## src/rtl/gf_pkg.sv

```systemverilog
package gf_pkg;
    localparam int unsigned GF_PORT_W   = 8;
    localparam int unsigned GF_IVL_W    = 20;
    localparam int unsigned GF_TOP_BITS = GF_IVL_W - 16;

    localparam logic [7:0] ADDR_IVL_LO  = 8'h08;
    localparam logic [7:0] ADDR_IVL_MID = 8'h09;
    localparam logic [7:0] ADDR_IVL_TOP = 8'h0A;
    localparam logic [7:0] ADDR_EN_BASE = 8'h44;
    localparam logic [7:0] ADDR_EN_STEP = 8'h10;

    typedef enum logic [1:0] {
        LN_BYPASS  = 2'd0,
        LN_HOLD    = 2'd1,
        LN_QUALIFY = 2'd2
    } ln_state_e;
endpackage

```

## src/rtl/gf_tick_gen.sv

```systemverilog
module gf_tick_gen #(
    parameter int unsigned TICK_CYC = 50
) (
    input  logic clk,
    input  logic rst_n,
    output logic tick
);
    localparam int unsigned CW = (TICK_CYC > 1) ? $clog2(TICK_CYC) : 1;
    localparam logic [CW-1:0] LAST = CW'(TICK_CYC - 1);

    logic [CW-1:0] pc_q;

    assign tick = (pc_q == LAST);

    always_ff @(posedge clk or negedge rst_n) begin
        if (!rst_n) begin
            pc_q <= '0;
        end else if (tick) begin
            pc_q <= '0;
        end else begin
            pc_q <= pc_q + CW'(1);
        end
    end

    generate
        if (TICK_CYC > 1) begin : g_pulse_chk

            tick_single_chk: assert property (@(posedge clk) disable iff (!rst_n)
                tick |=> !tick)
                else $error("tick strobe lasted more than one cycle");
        end
    endgenerate
endmodule

```

## src/rtl/gf_cfg_regs.sv

```systemverilog
module gf_cfg_regs
    import gf_pkg::*;
#(
    parameter int unsigned NUM_PORTS = 4
) (
    input  logic                              clk,
    input  logic                              rst_n,
    input  logic                              wr_en,
    input  logic [7:0]                        wr_addr,
    input  logic [7:0]                        wr_data,
    output logic [GF_IVL_W-1:0]               ivl,
    output logic [NUM_PORTS*GF_PORT_W-1:0]    en
);
    localparam logic [7:0] TOP_MAX = 8'((1 << GF_TOP_BITS) - 1);

    logic [GF_IVL_W-1:0] ivl_q;

    always_ff @(posedge clk or negedge rst_n) begin
        if (!rst_n) begin
            ivl_q <= '0;
        end else if (wr_en) begin
            case (wr_addr)
                ADDR_IVL_LO:  ivl_q[7:0]  <= wr_data;
                ADDR_IVL_MID: ivl_q[15:8] <= wr_data;
                ADDR_IVL_TOP: begin
                    if (wr_data > TOP_MAX) begin
                        ivl_q <= '1;
                    end else begin
                        ivl_q[GF_IVL_W-1:16] <= wr_data[GF_TOP_BITS-1:0];
                    end
                end
                default: ivl_q <= ivl_q;
            endcase
        end
    end

    assign ivl = ivl_q;


    ivl_saturate_chk: assert property (@(posedge clk) disable iff (!rst_n)
        (wr_en && wr_addr == ADDR_IVL_TOP && wr_data > TOP_MAX) |=> (ivl == '1))
        else $error("oversized top byte did not saturate the interval");

    genvar p;
    generate
        for (p = 0; p < NUM_PORTS; p++) begin : g_port_en
            localparam logic [7:0] EN_ADDR = 8'(ADDR_EN_BASE + ADDR_EN_STEP * p);
            logic [GF_PORT_W-1:0] en_q;

            always_ff @(posedge clk or negedge rst_n) begin
                if (!rst_n) begin
                    en_q <= '0;
                end else if (wr_en && wr_addr == EN_ADDR) begin
                    en_q <= wr_data;
                end
            end

            assign en[p*GF_PORT_W +: GF_PORT_W] = en_q;


            en_write_chk: assert property (@(posedge clk) disable iff (!rst_n)
                (wr_en && wr_addr == EN_ADDR) |=> (en[p*GF_PORT_W +: GF_PORT_W] == $past(wr_data)))
                else $error("enable byte write was not captured");


            en_keep_chk: assert property (@(posedge clk) disable iff (!rst_n)
                !(wr_en && wr_addr == EN_ADDR) |=> $stable(en[p*GF_PORT_W +: GF_PORT_W]))
                else $error("enable byte changed without a matching write");
        end
    endgenerate
endmodule

```

## src/rtl/gf_line.sv

```systemverilog
module gf_line
    import gf_pkg::*;
(
    input  logic                clk,
    input  logic                rst_n,
    input  logic                raw,
    input  logic                en,
    input  logic [GF_IVL_W-1:0] ivl,
    input  logic                tick,
    output logic                line_out
);
    logic                sync1_q;
    logic                sync_q;
    logic                out_q;
    logic                out_d;
    logic [GF_IVL_W-1:0] cnt_q;
    logic [GF_IVL_W-1:0] cnt_d;
    ln_state_e           state_q;
    ln_state_e           state_d;

    logic                byp;
    logic [GF_IVL_W:0]   cnt_inc;
    logic                reach;

    assign byp     = !en || (ivl == '0);
    assign cnt_inc = {1'b0, cnt_q} + {{GF_IVL_W{1'b0}}, 1'b1};
    assign reach   = (cnt_inc >= {1'b0, ivl});

    always_ff @(posedge clk or negedge rst_n) begin
        if (!rst_n) begin
            sync1_q <= 1'b0;
            sync_q  <= 1'b0;
            state_q <= LN_BYPASS;
            out_q   <= 1'b0;
            cnt_q   <= '0;
        end else begin
            sync1_q <= raw;
            sync_q  <= sync1_q;
            state_q <= state_d;
            out_q   <= out_d;
            cnt_q   <= cnt_d;
        end
    end

    always_comb begin
        state_d = state_q;
        out_d   = out_q;
        cnt_d   = cnt_q;
        if (byp) begin
            state_d = LN_BYPASS;
            out_d   = sync_q;
            cnt_d   = '0;
        end else begin
            unique case (state_q)
                LN_BYPASS, LN_HOLD: begin
                    cnt_d = '0;
                    if (sync_q == out_q) begin
                        state_d = LN_HOLD;
                    end else if (tick && reach) begin
                        state_d = LN_HOLD;
                        out_d   = sync_q;
                    end else begin
                        state_d = LN_QUALIFY;
                        if (tick) begin
                            cnt_d = cnt_inc[GF_IVL_W-1:0];
                        end
                    end
                end
                LN_QUALIFY: begin
                    if (sync_q == out_q) begin
                        state_d = LN_HOLD;
                        cnt_d   = '0;
                    end else if (tick && reach) begin
                        state_d = LN_HOLD;
                        out_d   = sync_q;
                        cnt_d   = '0;
                    end else if (tick) begin
                        cnt_d = cnt_inc[GF_IVL_W-1:0];
                    end
                end
                default: begin
                    state_d = LN_HOLD;
                    cnt_d   = '0;
                end
            endcase
        end
    end

    assign line_out = out_q;


    bypass_follow_chk: assert property (@(posedge clk) disable iff (!rst_n)
        byp |=> (line_out == $past(sync_q)))
        else $error("unfiltered line did not follow its synchronized input");


    hold_between_ticks_chk: assert property (@(posedge clk) disable iff (!rst_n)
        (!byp && !tick) |=> $stable(line_out))
        else $error("filtered line changed away from a tick");


    bounce_restart_chk: assert property (@(posedge clk) disable iff (!rst_n)
        (!byp && state_q == LN_QUALIFY && sync_q == line_out) |=> (state_q == LN_HOLD && cnt_q == '0))
        else $error("bounce did not restart the qualification count");
endmodule

```

## src/rtl/gf_bank.sv

```systemverilog
module gf_bank
    import gf_pkg::*;
#(
    parameter int unsigned NUM_PORTS = 4,
    parameter int unsigned CLK_HZ    = 250_000_000,
    parameter int unsigned TICK_NS   = 200
) (
    input  logic                           clk,
    input  logic                           rst_n,
    input  logic                           wr_en,
    input  logic [7:0]                     wr_addr,
    input  logic [7:0]                     wr_data,
    input  logic [NUM_PORTS*GF_PORT_W-1:0] raw_in,
    output logic [NUM_PORTS*GF_PORT_W-1:0] lines_out
);
    localparam int unsigned     NUM_LINES    = NUM_PORTS * GF_PORT_W;
    localparam longint unsigned TICK_PROD    = longint'(CLK_HZ) * longint'(TICK_NS);
    localparam int unsigned     TICK_CYC_RAW = int'(TICK_PROD / 64'd1_000_000_000);
    localparam int unsigned     TICK_CYC     = (TICK_CYC_RAW == 0) ? 1 : TICK_CYC_RAW;

    logic                 tick;
    logic [GF_IVL_W-1:0]  ivl;
    logic [NUM_LINES-1:0] en;

    gf_tick_gen #(
        .TICK_CYC (TICK_CYC)
    ) u_tick (
        .clk   (clk),
        .rst_n (rst_n),
        .tick  (tick)
    );

    gf_cfg_regs #(
        .NUM_PORTS (NUM_PORTS)
    ) u_cfg (
        .clk     (clk),
        .rst_n   (rst_n),
        .wr_en   (wr_en),
        .wr_addr (wr_addr),
        .wr_data (wr_data),
        .ivl     (ivl),
        .en      (en)
    );

    genvar i;
    generate
        for (i = 0; i < NUM_LINES; i++) begin : g_line
            gf_line u_line (
                .clk      (clk),
                .rst_n    (rst_n),
                .raw      (raw_in[i]),
                .en       (en[i]),
                .ivl      (ivl),
                .tick     (tick),
                .line_out (lines_out[i])
            );
        end
    endgenerate
endmodule

```

## config.mk

```make
export PLATFORM = sky130hd
export DESIGN_NAME = gf_bank
export DESIGN_NICKNAME = d
export VERILOG_FILES = /design/src/rtl/gf_pkg.sv /design/src/rtl/gf_tick_gen.sv /design/src/rtl/gf_cfg_regs.sv /design/src/rtl/gf_line.sv /design/src/rtl/gf_bank.sv
export SDC_FILE = /design/constraint.sdc
export NUM_CORES = 2
export LEC_CHECK = 0
export BUFFER_PORTS_ARGS = -buffer_cell sky130_fd_sc_hd__buf_2
export CAP_MARGIN = 40
export CORE_ASPECT_RATIO = 0.5
export CORE_MARGIN = 3
export CORE_UTILIZATION = 55
export DETAILED_ROUTE_END_ITERATION = 8
export GPL_ROUTABILITY_DRIVEN = 0
export PLACE_DENSITY = 0.72
export SETUP_SLACK_MARGIN = 0.5
export SLEW_MARGIN = 25
export SYNTH_ARGS = -nofsm -noshare
export SYNTH_HDL_FRONTEND = slang
export SYNTH_SLANG_ARGS = --single-unit
```

## constraint.sdc

```tcl
create_clock -name clk -period 4.7 [get_ports clk]
set_clock_uncertainty 0.2 [all_clocks]
set_input_delay 0.235 -clock clk [delete_from_list [all_inputs] [get_ports clk]]
set_output_delay 0.235 -clock clk [all_outputs]
set_load 0.01 [all_outputs]
```

* After elaboration in Yosys (flattened, before gate mapping)
Index checks and enable logic that the tools add are counted.
** Operators by class
- Add/subtract/negate cells :: 33
- $lt $le $gt $ge :: 33
- Equal/unequal tests :: 201
- Mux-type cells :: 581
- Reductions and logical operators :: 298
** Operator list (count)
- $mux W20 :: 224
- $pmux W20 S2 :: 32
- $add A20 B1 Y21 const B :: 32
- $ge A21 B20 Y1 :: 32
- $mux W2 :: 160
- $ne A5 B2 Y1 const B :: 31
- $reduce_bool A2 Y1 :: 66
- $mux W1 :: 128
- $ne A4 B1 Y1 const B :: 32
- $pmux W2 S2 :: 32
- $reduce_and A3 Y1 :: 34
- $reduce_or A3 Y1 :: 32
- $ne A2 B1 Y1 const B :: 33
- $eq A2 B1 Y1 const B :: 32
- $eq A2 B2 Y1 const B :: 32
- $logic_not A2 Y1 :: 32
- $reduce_or A2 Y1 :: 32
- $logic_and A1 B1 Y1 :: 36
- $eq A1 B1 Y1 :: 32
- $eq A8 B7 Y1 const B :: 4
- $logic_not A1 Y1 :: 32
- $logic_or A1 B1 Y1 :: 32
- $pmux W8 S2 :: 2
- $eq A8 B4 Y1 const B :: 3
- other kinds (9) :: 9
** Word-level totals
- Flip-flop bits (word level) :: 858
- Input bits :: 51
- Output and inout port bits :: 32
- Word-level logic and storage cells :: 1314

* Logic depth before layout (Yosys ltp)
- Depth in word-level cells :: 7
- Gate-level depth with buffers :: 20
- Depth with buffers taken out :: 17

* Modules after synthesis
From an unflattened synthesis, not the netlist that was laid out.
** Unflattened totals
- Cells, all modules :: 7316
- Area total of the unflattened synthesis :: 65262.6 um^2
** Modules (own cells, without submodules)
- gf_line at g_line[13].u_line ... :: instances 21, cells each 215, area an instance 1930.6 um^2, seq. area each 625.6 um^2
- gf_line at g_line[0].u_line ... :: instances 6, cells each 260, area an instance 2065.7 um^2, seq. area each 625.6 um^2
- gf_line at g_line[7].u_line ... :: instances 3, cells each 207, area an instance 1949.4 um^2, seq. area each 625.6 um^2
- gf_cfg_regs :: instances 1, cells each 160, area an instance 2277.2 um^2, seq. area each 1301.2 um^2
- gf_line at g_line[5].u_line :: instances 1, cells each 221, area an instance 1980.6 um^2, seq. area each 625.6 um^2
- gf_line at g_line[6].u_line :: instances 1, cells each 214, area an instance 1943.1 um^2, seq. area each 625.6 um^2
- gf_tick_gen :: instances 1, cells each 25, area an instance 276.5 um^2, seq. area each 150.1 um^2

* Worst setup path before layout
No wires, ideal clock.
- Path kind :: register -> register
- Start :: register g_line[25].u_line.cnt_q[2]
- End :: register g_line[25].u_line.cnt_q[19]
- Library setup time :: 0.064 ns
- Data arrival time :: 3.899 ns
- Required time :: 4.436 ns
- Path slack :: 0.537 ns
- Stages on the path, launching flop included :: 19
- Buffers on the path :: 2
- Clock period less this slack :: 4.163 ns
- Cells stage by stage :: dfrtp_1 nand3_1 nor2_1 and3_1 and3_1 and2_1 clkbuf_1 nand4_1 xnor2_1 ha_1 a21oi_1 a21boi_0 a311o_1 o2bb2ai_1 a41o_1 or4_4 buf_6 nor3b_1 a21o_1
** Between the ends
- Word-level cells in the longest chain between the ends :: 7
- Elaborated cells between the ends (all ways) :: 12
- Classes of those cells :: add/sub (1); order compare (1); eq/ne (1); mux (8); reduce/logical (1)
** RTL lines
- start: declaration :: line gf_line.sv:16 : logic [GF_IVL_W-1:0] cnt_q;
- start signal: assignment :: line gf_line.sv:41 : cnt_q <= cnt_d;
- $add A20 B1 Y21 * :: line gf_line.sv:26 : assign cnt_inc = {1'b0, cnt_q} + {{GF_IVL_W{1'b0}}, 1'b1};
- $ge A21 B20 Y1 :: line gf_line.sv:27 : assign reach = (cnt_inc >= {1'b0, ivl});
- $logic_and A1 B1 Y1 :: line gf_line.sv:59, gf_line.sv:73
- $mux W20 (on tied branches) :: line gf_line.sv:73, gf_line.sv:59
- $mux W20 (on tied branches) :: line gf_line.sv:70, gf_line.sv:57
- $pmux W20 S2 :: line gf_line.sv:54 : unique case (state_q)
- $mux W20 :: line gf_line.sv:49 : if (byp) begin
Every way passes the cells marked *; elsewhere a longest branch is shown, timed or not. The select of a mux whose other input is x is not followed.
A chain may end at the register's enable or synchronous reset.

* Worst setup path after layout
- Start :: register g_line[29].u_line.cnt_q[0]
- End :: register g_line[29].u_line.cnt_q[11]
** Between the ends
- Word-level cells in the longest chain between the ends :: 7
- Elaborated cells between the ends (all ways) :: 12
- Classes of those cells :: add/sub (1); order compare (1); eq/ne (1); mux (8); reduce/logical (1)
** RTL lines (line)
- start: declaration :: gf_line.sv:16
- start signal: assignment :: gf_line.sv:41
- $add A20 B1 Y21 * :: gf_line.sv:26
- $ge A21 B20 Y1 :: gf_line.sv:27
- $logic_and A1 B1 Y1 :: gf_line.sv:59, gf_line.sv:73
- $mux W20 (on tied branches) :: gf_line.sv:73, gf_line.sv:59
- $mux W20 (on tied branches) :: gf_line.sv:70, gf_line.sv:57
- $pmux W20 S2 :: gf_line.sv:54
- $mux W20 :: gf_line.sv:49
Marks and branches as above.

==> impl_results.md <==
- Starting Density: between 50 and 60%
- Crit start category: flop
- Setup TNS: 0 ns
- Crit path max fanout: 19
- Clock transition at path regs: ~0.070 ns
- Most frequent cells in the layout: 831 x dfrtp_1, 650 x ha_1, 621 x nand2_1, 535 x o21ai_0, 402 x a21oi_1
- Root buf cell: clkbuf_16
- Nets: approximately 8k
- EDFF count, synth: 0
- Gate power share: approximately 14%
- Syn_nets: approximately 7.6k
- TritonCTS Buffers: 86
- DRT Wirelength: 181000 um
- DP Worst Slack: roughly 0.22 ns
- Placed insts: around 8.4k
- Yosys cell types: 88
- Critical path type: reg2reg
- Type of destination of the critical path: flop
- Final WS setup: between 0.5 and 0.6 ns
- Data required, critical path: ~5 ns
- # setup viols final: 0
- Post-Synthesis Cells: 6919
- Filler cell count in the final layout: 8753
- Core area: about 110000 sq um
- Run status: finished, final reports clean
- Slew Limit Fails: 0
- Vias per cell: ~6.4
- Htree depth: 3
- Via count: around 56k
- Synth warn: 0
- Final Critical Period: 4.19 ns
- CTS sink count: ~860
- Remaining DRCs: 0
- Cell taking the most area after synthesis: dfrtp_1
- Worst R2R Setup Slack: 0.51 ns
- Clock power share: between 40% and 50%
- P_sw: 0.00490 W
- Vias in the first global route: between 50k and 60k
- Tcrit/Tclk final: around 90%
- Int Pwr: ~0.013 W
- Die ar.: 117000 sq um
- Initial antenna violation count: 8
- HPWL Detailed: 119000 um
- Seq pwr share: 43.2%
- CTS tree: yes
- Synth area leaders: dfrtp_1 35%, ha_1 14%, xnor2_1 4.8%
- Dpl cell area: between 60000 and 70000 sq um
- Largest net degree at the start of global routing: 116
- Commonest non-fill, non-tap cell in the layout: dfrtp_1
- Layout Cells excl Fill: a little under 9k
- Die height: around 240 um
- Finished Cell Area: a little over 70000 sq um
- Yosys top cell area share: 34.6%
- I/O pins: 83
- Power per cell area: 248 nW/um^2
- Peak supply drop: between 200 and 300 uV
- Area grow syn2layout: 14.2%
- CP Data Arrival Time: roughly 4.6 ns
- Fmax: roughly 240 MHz
- Port buffer count: 82
- Switching part of the total: 28.0%
- CTS max path bufs: 3
- Total gr overflow: 0
- Std cell rows: 86
- Seq/Total Area, Yosys: between 30% and 40%
- Drt wl/cell: between 20 and 25 um
- Relative slew slack: roughly two fifths
- Max-Cap Viols: 0
- Slew @ Worst Pin: ~0.9 ns
- Horiz. Die Dim: 481 um
- LEAKAGE: ~34 nW
- Post-DRT Antenna Nets: 0
- First-pass GRT wire length: 281000 um
- Share of cells above drive strength 1: a little over an eighth
- Detailed Routing Iterations Pass 1: 6
- Total Routing Usage GR: around 30%
- Worst-skew pair later-pin latency: roughly 0.7 ns
- Synth Register Bits: between 800 and 900
- Final hold violation count: 0
- Avg Cell Area, Syn: roughly 9.0 sq um
- Worst Hold Class: in2reg
- Drt initial violations: between 5k and 6k
- Post-Syn Area: between 60000 and 70000 sq um
- Asr flop ratio synth: 100%
- RSZ-0062 raised after global routing: true
- Dominant synthesized flop cell: dfrtp_1
==> Yosys cell counts, types with 66 or more instances <==
cell type  instances
xor2_1           245
nand3_1          393
a22o_1            75
nor2b_1           97
o21ai_0          557
xnor2_1          341
mux2_2            69
a21oi_1          411
and4_1            67
nand4_1          160
o31ai_1          132
and3_1           227
dfrtp_1          858
nor3b_1           66
nor2_1           349
nor3_1           124
ha_1             674
nand2_1          625
a21o_1           231
a31oi_1           94
nand2b_1          82
clkbuf_1         198
inv_1            171
==> critical path, cell delays in order (launching register included) <==
cell and delay [ns]:
dfrtp_1 0.40, ha_2 0.27, nand4_1 0.13, buf_4 0.19
nor2_4 0.17, nand2_1 0.15, nor2_2 0.16, xor2_1 0.17
ha_1 0.28, a21oi_1 0.15, o21ai_0 0.15, a21oi_1 0.22
o22ai_1 0.16, nand3b_1 0.31, nor4_4 0.29, buf_4 0.19
buf_12 0.16, a41oi_1 0.13, a31oi_1 0.19
==> layout make-up <==
type | count | area (sq um) | share of cell area (%)
Antenna cell | 3 | 7.51 | 0.0106
Multi-Input combinational cell | 5590 | 40000 | 56.5
Timing Repair Buffer | 435 | 3740 | 5.28
Clock buffer | 125 | 2560 | 3.62
Tap cell | 1496 | 1870 | 2.64
Sequential cell | 858 | 21500 | 30.4
Inverter | 171 | 659 | 0.931
Clock inverter | 32 | 450 | 0.636
==> flip-flops by register name, summed over array words and instances, names as in the netlist <==
name	cells
g_line.u_line.cnt_q	640
g_line.u_line.line_out	32
g_line.u_line.state_q	64
g_line.u_line.sync1_q	32
g_line.u_line.sync_q	32
u_cfg.g_port_en.en_q	32
u_cfg.ivl	20
u_tick.pc_q	6
==> routing by layer <==
layer / up-vias / part of all wire (%) / GRT usage [%]
li1: 25900 / - / -
met1: 27300 / 43 / 40.4
met2: 2076 / 45 / 46.6
met3: 469 / 8.1 / 5.16
met4: 10 / 4.0 / 11.4
met5: - / 0.028 / 0
==> through the flow <==
stage | total power (W) | hold slack (ns) | utilization [%]
floorplan | 0.00888 | -0.261 | -
global placement | 0.00983 | 0.132 | 58.2
detailed placement | 0.00992 | 0.135 | 58.2
CTS | 0.0175 | 0.00962 | 61.9
global route | 0.0181 | 0.0330 | 63.8
finish | 0.0175 | 0.0527 | 63.8
==> cells by family (layout without fill, tap and decap cells) <==
group | after synthesis | in the layout | share of synthesized area [%]
flip-flops | 858 | 858 | 34.6
other | 0 | 3 | 0
adder cells (fa/ha/maj) | 674 | 674 | 13.6
AO/OA/AOI/OAI | 1788 | 1788 | 18.1
multiplexers | 87 | 87 | 1.54
buffers and inverters | 477 | 763 | 3.24
AND/OR/NAND/NOR | 2449 | 2455 | 20.6
XOR/XNOR | 586 | 586 | 8.28
==> repair_timing <==
item                                   in CTS  in global routing
hold buffers                               81                  0
setup endpoints to repair                 256                580
buffers inserted                            8                 71
pin swaps                                   6                 74
endpoints found under the hold margin     226                  0
gates resized for setup                    58                365
cloned                                      3                 16
==> path summary, 6_finish.rpt <==
| path | start | end | cells past startpoint |
|---|---|---|---|
| worst max-delay path | g_line[29].u_line.cnt_q[0] | g_line[29].u_line.cnt_q[11] | 18 |
| worst min-delay path | raw_in[19] | g_line[19].u_line.sync1_q | 2 |
| worst max register to register | g_line[29].u_line.cnt_q[0] | g_line[29].u_line.cnt_q[11] | 18 |
| worst min register to register | g_line[26].u_line.sync1_q | g_line[26].u_line.sync_q | 0 |
| max in group asynchronous | rst_n | g_line[14].u_line.cnt_q[14] | 4 |
| min in group asynchronous | rst_n | g_line[2].u_line.cnt_q[10] | 3 |
==> power by group through the flow <==
stage          clock [W]  combinational (W)  sequential, W
3_3_place_gp           0            0.00212        0.00771
6_report         0.00757            0.00238        0.00758
2_1_floorplan          0            0.00121        0.00767
3_5_place_dp           0            0.00220        0.00771
4_1_cts          0.00767            0.00228        0.00758
5_1_grt          0.00798            0.00259        0.00758
No activity file was read; power rests on OpenSTA's default activity.
